`src/rtl/ptrig_pkg.sv`:
```
package ptrig_pkg;
    typedef struct packed {
        logic trig_ts;
        logic trig_en;
        logic ts_en;
        logic change_mode;
    } ptrig_ctrl_t;

    typedef enum logic {
        ST_SEEK = 1'b0,
        ST_HELD = 1'b1
    } ptrig_state_e;
endpackage

```
`src/rtl/ptrig_regs.sv`:
```
module ptrig_regs
    import ptrig_pkg::*;
#(
    parameter int BUS_W  = 256,
    parameter int WORD_W = 32,
    parameter int ADDR_W = 5
) (
    input  logic              clk,
    input  logic              rst_n,
    input  logic              wr_en,
    input  logic [ADDR_W-1:0] wr_addr,
    input  logic [WORD_W-1:0] wr_data,
    input  logic [ADDR_W-1:0] rd_addr,
    output logic [WORD_W-1:0] rd_data,
    output logic [BUS_W-1:0]  pat_value,
    output logic [BUS_W-1:0]  pat_mask,
    output ptrig_ctrl_t       ctrl
);
    localparam int NWORDS = BUS_W / WORD_W;
    localparam int IDX_W  = $clog2(NWORDS);
    localparam int CTRL_W = $bits(ptrig_ctrl_t);
    localparam logic [ADDR_W-1:0] CTRL_A = ADDR_W'(2 * NWORDS);

    logic [WORD_W-1:0] val_q  [NWORDS];
    logic [WORD_W-1:0] mask_q [NWORDS];

    wire [ADDR_W-IDX_W-1:0] wr_grp = wr_addr[ADDR_W-1:IDX_W];
    wire [ADDR_W-IDX_W-1:0] rd_grp = rd_addr[ADDR_W-1:IDX_W];

    for (genvar k = 0; k < NWORDS; k++) begin : g_word
        always_ff @(posedge clk or negedge rst_n) begin
            if (!rst_n) begin
                val_q[k]  <= '0;
                mask_q[k] <= '0;
            end else if (wr_en && wr_addr[IDX_W-1:0] == IDX_W'(k)) begin
                if (wr_grp == '0)
                    val_q[k] <= wr_data;
                if (wr_grp == (ADDR_W-IDX_W)'(1))
                    mask_q[k] <= wr_data;
            end
        end
        assign pat_value[k*WORD_W +: WORD_W] = val_q[k];
        assign pat_mask[k*WORD_W +: WORD_W]  = mask_q[k];
    end

    always_ff @(posedge clk or negedge rst_n) begin
        if (!rst_n)
            ctrl <= '0;
        else if (wr_en && wr_addr == CTRL_A)
            ctrl <= ptrig_ctrl_t'(wr_data[CTRL_W-1:0]);
    end

    always_comb begin
        rd_data = '0;
        if (rd_grp == '0)
            rd_data = val_q[rd_addr[IDX_W-1:0]];
        else if (rd_grp == (ADDR_W-IDX_W)'(1))
            rd_data = mask_q[rd_addr[IDX_W-1:0]];
        else if (rd_addr == CTRL_A)
            rd_data = WORD_W'(ctrl);
    end

    assert_ctrl_write_R2: assert property (@(posedge clk) disable iff (!rst_n)
        (wr_en && wr_addr == CTRL_A) |=> (ctrl == ptrig_ctrl_t'($past(wr_data[CTRL_W-1:0]))));
    assert_ctrl_hold_R2: assert property (@(posedge clk) disable iff (!rst_n)
        !(wr_en && wr_addr == CTRL_A) |=> $stable(ctrl));
endmodule

```
`src/rtl/ptrig_cmp.sv`:
```
module ptrig_cmp #(
    parameter int BUS_W = 256
) (
    input  logic             clk,
    input  logic             rst_n,
    input  logic             sample_valid,
    input  logic [BUS_W-1:0] sample_data,
    input  logic [BUS_W-1:0] pat_value,
    input  logic [BUS_W-1:0] pat_mask,
    input  logic             change_mode,
    output logic             hit
);
    logic [BUS_W-1:0] prev_q;
    logic [BUS_W-1:0] subject;

    always_ff @(posedge clk or negedge rst_n) begin
        if (!rst_n)
            prev_q <= '0;
        else if (sample_valid)
            prev_q <= sample_data;
    end

    always_comb begin
        subject = change_mode ? (sample_data ^ prev_q) : sample_data;
        hit     = (|pat_mask) && ~|((subject ^ pat_value) & pat_mask);
    end

    assert_prev_track_R10: assert property (@(posedge clk) disable iff (!rst_n)
        sample_valid |=> (prev_q == $past(sample_data)));
    assert_prev_hold_R10: assert property (@(posedge clk) disable iff (!rst_n)
        !sample_valid |=> $stable(prev_q));
endmodule

```
`src/rtl/ptrig_seq.sv`:
```
module ptrig_seq
    import ptrig_pkg::*;
(
    input  logic        clk,
    input  logic        rst_n,
    input  logic        sample_valid,
    input  logic        hit,
    input  ptrig_ctrl_t ctrl,
    output logic        match_pulse,
    output logic        match_ts_req,
    output logic        trig_out,
    output logic        trig_ts_req
);
    ptrig_state_e state_q, state_d;
    logic         start_run;

    always_comb begin
        state_d   = state_q;
        start_run = 1'b0;
        unique case (state_q)
            ST_SEEK: if (sample_valid && hit) begin
                state_d   = ST_HELD;
                start_run = 1'b1;
            end
            ST_HELD: if (sample_valid && !hit)
                state_d = ST_SEEK;
        endcase
    end

    always_ff @(posedge clk or negedge rst_n) begin
        if (!rst_n)
            state_q <= ST_SEEK;
        else
            state_q <= state_d;
    end

    always_ff @(posedge clk or negedge rst_n) begin
        if (!rst_n) begin
            match_pulse  <= 1'b0;
            match_ts_req <= 1'b0;
            trig_out     <= 1'b0;
            trig_ts_req  <= 1'b0;
        end else begin
            match_pulse  <= start_run;
            match_ts_req <= start_run && ctrl.ts_en;
            trig_out     <= start_run && ctrl.trig_en;
            trig_ts_req  <= start_run && ctrl.trig_en && ctrl.trig_ts;
        end
    end

    assert_single_pulse_R6: assert property (@(posedge clk) disable iff (!rst_n)
        match_pulse |-> !$past(match_pulse));
    assert_pulse_needs_sample_R6: assert property (@(posedge clk) disable iff (!rst_n)
        match_pulse |-> ($past(sample_valid) && state_q == ST_HELD));
    assert_ts_gated_R7: assert property (@(posedge clk) disable iff (!rst_n)
        match_ts_req |-> match_pulse);
    assert_trig_gated_R8: assert property (@(posedge clk) disable iff (!rst_n)
        trig_out |-> match_pulse);
    assert_trig_ts_gated_R9: assert property (@(posedge clk) disable iff (!rst_n)
        trig_ts_req |-> trig_out);
endmodule

```
`src/rtl/pattern_trigger.sv`:
```
module pattern_trigger
    import ptrig_pkg::*;
#(
    parameter int BUS_W  = 256,
    parameter int WORD_W = 32,
    localparam int NWORDS = BUS_W / WORD_W,
    localparam int ADDR_W = $clog2(NWORDS) + 2
) (
    input  logic              clk,
    input  logic              rst_n,
    input  logic              wr_en,
    input  logic [ADDR_W-1:0] wr_addr,
    input  logic [WORD_W-1:0] wr_data,
    input  logic [ADDR_W-1:0] rd_addr,
    output logic [WORD_W-1:0] rd_data,
    input  logic              sample_valid,
    input  logic [BUS_W-1:0]  sample_data,
    output logic              match_pulse,
    output logic              match_ts_req,
    output logic              trig_out,
    output logic              trig_ts_req
);
    logic [BUS_W-1:0] pat_value;
    logic [BUS_W-1:0] pat_mask;
    ptrig_ctrl_t      ctrl;
    logic             hit;

    ptrig_regs #(.BUS_W(BUS_W), .WORD_W(WORD_W), .ADDR_W(ADDR_W)) u_regs (
        .clk(clk), .rst_n(rst_n), .wr_en(wr_en), .wr_addr(wr_addr), .wr_data(wr_data),
        .rd_addr(rd_addr), .rd_data(rd_data), .pat_value(pat_value), .pat_mask(pat_mask),
        .ctrl(ctrl)
    );

    ptrig_cmp #(.BUS_W(BUS_W)) u_cmp (
        .clk(clk), .rst_n(rst_n), .sample_valid(sample_valid), .sample_data(sample_data),
        .pat_value(pat_value), .pat_mask(pat_mask), .change_mode(ctrl.change_mode), .hit(hit)
    );

    ptrig_seq u_seq (
        .clk(clk), .rst_n(rst_n), .sample_valid(sample_valid), .hit(hit), .ctrl(ctrl),
        .match_pulse(match_pulse), .match_ts_req(match_ts_req),
        .trig_out(trig_out), .trig_ts_req(trig_ts_req)
    );

    assert_zero_mask_R3: assert property (@(posedge clk) disable iff (!rst_n)
        match_pulse |-> $past(|pat_mask));
endmodule

```
`config.mk`:
```
export PLATFORM = sky130hd
export DESIGN_NAME = pattern_trigger
export DESIGN_NICKNAME = d
export VERILOG_FILES = /design/src/rtl/ptrig_pkg.sv /design/src/rtl/ptrig_regs.sv /design/src/rtl/ptrig_cmp.sv /design/src/rtl/ptrig_seq.sv /design/src/rtl/pattern_trigger.sv
export SDC_FILE = /design/constraint.sdc
export NUM_CORES = 1
export LEC_CHECK = 0
export BUFFER_PORTS_ARGS = -buffer_cell sky130_fd_sc_hd__buf_4
export CAP_MARGIN = 20
export CORE_AREA = 3 3 372 374
export CTS_BUF_LIST = sky130_fd_sc_hd__clkbuf_16
export DETAILED_ROUTE_END_ITERATION = 8
export DIE_AREA = 0 0 375 377
export GPL_TIMING_DRIVEN = 0
export MAX_ROUTING_LAYER = met4
export PLACE_DENSITY_LB_ADDON = 0.15
export RECOVER_POWER = 50
export SLEW_MARGIN = 25
export SYNTH_ARGS = -nofsm -noshare
export SYNTH_HDL_FRONTEND = slang
export SYNTH_HIERARCHICAL = 1
export SYNTH_SLANG_ARGS = --single-unit
```
`constraint.sdc`:
```
create_clock -name clk -period 3.1 [get_ports clk]
set_input_delay 0.465 -clock clk [delete_from_list [all_inputs] [get_ports clk]]
set_output_delay 0.465 -clock clk [all_outputs]
set_load 0.05 [all_outputs]
```
==> results <==
- For this design, the slowest cell found on the critical path is sky130_fd_sc_hd__nor4_4.
- Setup repair after global routing could not meet its margin everywhere.
- The weighted congestion at the end of routability-driven global placement is 1.039.
- The number of standard cells in the final layout excluding fillers is about 5600.
- In this run, synthesis produced a sequential element count of between 700 and 800.
- Setup slack on the critical path of the routed design comes to -0.7645 ns.
- The launch point of the critical path is u_regs/ctrl[0]$_DFFE_PN0P_.
- Internal power comes to ~23 mW.
- The vias after detailed routing is slightly above 30000.
- The share of layout cells above drive strength 1 is 0.4099.
- The TritonCTS clock tree is yes.
- Of the available clock period, the critical path in the final layout requires 1.247.
- The final count of hold timing violations came to 0.
- The die covers between 0.1 and 0.15 mm².
- The path class of the tightest hold or removal check is in -> reg.
- In the routed design, unresolved DRC markers number 0.
- The number of cells on the worst reg-to-reg path is 13.
- The most critical setup path has its endpoint at u_seq/trig_out$_DFF_PN0_.
- Clock-pin slew was measured on the worst setup and hold paths at roughly 0.060 ns.
- The post-layout minimum cycle time is 3.864 ns.
- The transition time at the pin with the least slew margin is approximately 1.9 ns.
- The tool flagged a number of max-cap violations equal to 5.
- For this run, the post-layout net count is between 4000 and 5000.
- Of the total power, registers draw 0.384.
- The post-detailed-route via-to-cell ratio is 5.457.
- The share of total power dissipated in the clock network is 0.291.
- The buffer and inverter count on the worst path is 4.
- Entering global routing, the biggest net connects approximately 120 pins.
- The net switching component of the power is 14.16 mW.
- For this run, the number of Yosys warnings is 6.
- The tree is rooted in a sky130_fd_sc_hd__clkbuf_16.
- The total routing resource utilization after global routing is 0.3162.
- For this run, the register share of the synthesized area comes to 0.4800.
- The critical path capture point type is a flop.
- Measured along the x axis, the die boundary spans between 300 and 400 µm.
- The cell family with the largest share of critical-path delay is simple AND/OR/NAND/NOR gates.
- The top-level port count is about 340.
- The sort of element at the start of the critical path is a flop.
- The detailed placer's ending HPWL is between 150000 and 200000 µm.
- VDD sags by at most roughly 380 µV.
- Power spread over the standard cell area amounts to a little over 700 mW/mm².
- The initial antenna violation count was 21.
- The number of clock sinks is 777.
- Counting buffers and inverters, the worst setup path is 13 cells deep.
- The number of global-route vias before repair was between 30000 and 40000.
- The run finished, with violations left.
- Walking the worst path, the cells encountered are buf_12 > clkbuf_16 > clkbuf_16 > buf_16 > nand2_1 > xnor2_2 > a22oi_2 > nand4_1 > nor4_2 > nand4_1 > nor4_4 > nand2_2 > nor3b_2.
- The worst register-to-register path has a setup slack of -0.76 ns.
- Headroom to the max-slew limit came out at -0.2466.
- In the synthesized netlist, the number of instances is about 3000.
- The iteration count of the initial detailed-routing pass is 5.
- In this run the remaining antenna-violating nets after routing total 0.
- The number of enable flip-flop cells after synthesis is 0.
- The data required time at the worst endpoint is between 3 and 4 ns.
- The net count after synthesis is approximately 3300.
- The number of distinct library cell variants in the gate-level netlist after synthesis is 43.
- The initial utilization of the core area, before any placement, comes to 0.2994.
- The cell area that synthesis handed to floorplanning was 0.04050 mm².
- In this run the standard cell core region covers around 0.14 mm².
- The switching share of power is 0.3842.
- At the worst endpoint, the arrival time is around 4.5 ns.
- The cell count after placement is ~5200.
- After synthesis, the share of flip-flops with an asynchronous set or reset is 1.000.
- On the worst path, the slowest cell contributes a delay of just under 0.6 ns.
- The die is approximately 380 µm tall.
- The first-pass GRT wire length is around 290000 µm.
- In the layout the commonest cells are sky130_fd_sc_hd__dfrtp_1 (776), sky130_fd_sc_hd__mux2_2 (741), sky130_fd_sc_hd__buf_4 (361).
- From synthesis to final layout, the design area changed by 29.31%.
- Fill cells in the final layout number roughly 13000.
- The commonest non-fill, non-tap cell in the layout is sky130_fd_sc_hd__dfrtp_1.
- For this design the static power due to leakage is 22.66 nW.
- The checks that failed: capacitance limit, slew limit, setup timing.
- In this run the cell area measured after placement is 0.04602 mm².
- The final layout contains routed wiring with a total length of approximately 220000 µm.
- The clock buffer count from CTS is 93.
- The number of pins with negative max-slew slack in the final report was 98.
- The count of input and output buffers is about 330.
- The mean instance size in the synthesized netlist is about 13 µm².
- The number of levels in the clock H-tree is 3.
- The reg-to-reg startpoint is u_regs/ctrl[0]$_DFFE_PN0P_.
- The floorplan has 135 rows.
- The worst-case clock skew is around 0.022 ns.
- Derived from the worst setup path, the maximum achievable clock frequency is around 260 MHz.
- The buffer depth of the longest clock path is 3.
- The clock insertion delay at the later pin of the skew report is 0.73 ns.
- The endpoint identified for the worst register-to-register timing path is u_seq/trig_out$_DFF_PN0_.
- The critical path is of the reg -> reg type.
- The first routing iteration left between 3000 and 4000 violations.
- Summing all non-filler instances in the final layout gives an area of ~0.052 mm².
- Setup violations remaining at the end of the flow were counted as 188.
- Along the worst path, the maximum fanout reaches 7.
- The total overflow reported by the global router is 0.
- The proportion of power drawn by combinational gates is 0.326.
- Among all flip-flop cells after synthesis, the most frequent one is sky130_fd_sc_hd__dfrtp_1.
- The final-layout worst hold slack is roughly 0.045 ns.
- Dividing the detail-routed wire length by the instance count gives 39.35 µm.
## area by class of cell
class                      instances  area (µm²)  share of cell area
tap                             1781        2228             0.04255
sequential                       777       19440              0.3713
timing repair buffer             642        5959              0.1138
inverter                           1       3.754          0.00007167
clock inverter                    73       473.0            0.009030
antenna                            7       17.52           0.0003344
clock buffer                      95        2377             0.04539
buffer                           180        1351             0.02580
multi-input combinational       2060       20520              0.3918
## sequential cells by signal, summed over array words and instances, names as in the netlist, named ones only
signal and cells:
u_regs/pat_mask 256, u_regs/pat_value 256, u_seq/match_ts_req 1, u_seq/trig_ts_req 1, u_seq/trig_out 1, u_cmp/prev_q 256, u_regs/ctrl 4, u_seq/match_pulse 1
## cells in the mapped netlist (4+ instances only)
library cell / number / share of area
sky130_fd_sc_hd__a221oi_1: 13 / 0.0028
sky130_fd_sc_hd__a221oi_2: 7 / 0.0026
sky130_fd_sc_hd__mux4_2: 122 / 0.068
sky130_fd_sc_hd__buf_2: 59 / 0.0073
sky130_fd_sc_hd__mux2i_1: 64 / 0.016
sky130_fd_sc_hd__buf_6: 17 / 0.0047
sky130_fd_sc_hd__clkbuf_1: 81 / 0.0075
sky130_fd_sc_hd__nor2_1: 6 / 0.00056
sky130_fd_sc_hd__buf_12: 9 / 0.0044
sky130_fd_sc_hd__nand2_1: 272 / 0.025
sky130_fd_sc_hd__mux4_1: 6 / 0.0039
sky130_fd_sc_hd__xnor2_1: 256 / 0.055
sky130_fd_sc_hd__a21oi_1: 4 / 0.00049
sky130_fd_sc_hd__buf_1: 8 / 0.00074
sky130_fd_sc_hd__mux2_2: 741 / 0.21
sky130_fd_sc_hd__a22o_1: 24 / 0.0052
sky130_fd_sc_hd__mux2_1: 31 / 0.0086
sky130_fd_sc_hd__o22ai_1: 28 / 0.0043
sky130_fd_sc_hd__buf_4: 6 / 0.0011
sky130_fd_sc_hd__nand4_1: 46 / 0.0071
sky130_fd_sc_hd__nor4_1: 73 / 0.011
sky130_fd_sc_hd__dfrtp_1: 777 / 0.48
sky130_fd_sc_hd__xor2_1: 256 / 0.055
sky130_fd_sc_hd__a22oi_1: 88 / 0.016
## worst reg2reg max path, cell delays in order (launching register included)
cell,delay (ns)
sky130_fd_sc_hd__dfrtp_2,0.45
sky130_fd_sc_hd__buf_12,0.18
sky130_fd_sc_hd__clkbuf_16,0.19
sky130_fd_sc_hd__clkbuf_16,0.20
sky130_fd_sc_hd__buf_16,0.17
sky130_fd_sc_hd__nand2_1,0.12
sky130_fd_sc_hd__xnor2_2,0.18
sky130_fd_sc_hd__a22oi_2,0.41
sky130_fd_sc_hd__nand4_1,0.36
sky130_fd_sc_hd__nor4_2,0.26
sky130_fd_sc_hd__nand4_1,0.25
sky130_fd_sc_hd__nor4_4,0.59
sky130_fd_sc_hd__nand2_2,0.22
sky130_fd_sc_hd__nor3b_2,0.20
## metrics by stage
| stage | total power [mW] | worst slack [ns] | util | setup TNS, ns |
|---|---|---|---|---|
| floorplan | 18.50 | 0.4186 | - | 0 |
| global placement | 24.60 | -8.572 | 0.3344 | -6624.12 |
| detailed placement | 24.95 | -2.527 | 0.3401 | -12.53 |
| CTS | 36.46 | -0.7736 | 0.3846 | -3.636 |
| global route | 37.78 | -0.7114 | 0.3871 | -135.93 |
| finish | 36.87 | -0.7645 | 0.3871 | -22.17 |
## cells by family after synthesis
kind of cell / Yosys count / share of synthesized area
simple gates: 418 / 0.04868
buf+inv: 182 / 0.02629
flops: 777 / 0.4800
mux: 964 / 0.3022
compound gates: 166 / 0.03210
xor+xnor: 512 / 0.1107
## timing repair
item,4_1_cts,5_1_grt
gates resized for setup,108,70
setup endpoints to repair,8,7
hold buffers,249,0
setup buffers,16,14
gates cloned,0,2
hold endpoints to repair,307,0
pin swaps,19,23
## power by group through the flow
stage | sequential, mW | clock [mW] | combinational, mW
2_1_floorplan | 13.0 | 0 | 5.52
3_3_place_gp | 14.2 | 0 | 10.4
3_5_place_dp | 14.2 | 0 | 10.7
4_1_cts | 14.0 | 10.9 | 11.5
5_1_grt | 14.2 | 11.3 | 12.2
6_report | 14.2 | 10.7 | 12.0
## per-layer routing
layer,track usage,wire length (µm),vias to the layer above
met2,0.4817,99930,1330
li1,-,-,12480
met3,0.06177,15500,321
met5,-,0,-
met4,0.1281,10830,0
met1,0.4135,94740,16510
## how the worst min path moves through the flow
| stage | end | cells after the start | slack, ns | startpoint |
|---|---|---|---|---|
| finish | u_cmp/prev_q[29]$_DFFE_PN0P_ | 2 | 0.04 | sample_data[29] |
| global route | u_cmp/prev_q[171]$_DFFE_PN0P_ | 2 | 0.02 | sample_data[171] |
| CTS | u_cmp/prev_q[75]$_DFFE_PN0P_ | 2 | 0.004 | sample_data[75] |
| detailed placement | u_cmp/prev_q[114]$_DFFE_PN0P_ | 1 | 0.40 | rst_n |
| global placement | u_cmp/prev_q[75]$_DFFE_PN0P_ | 1 | 0.49 | u_cmp/prev_q[75]$_DFFE_PN0P_ |
| floorplan | u_cmp/prev_q[0]$_DFFE_PN0P_ | 0 | 0.17 | rst_n |
No activity file was read; power rests on OpenSTA's default activity.
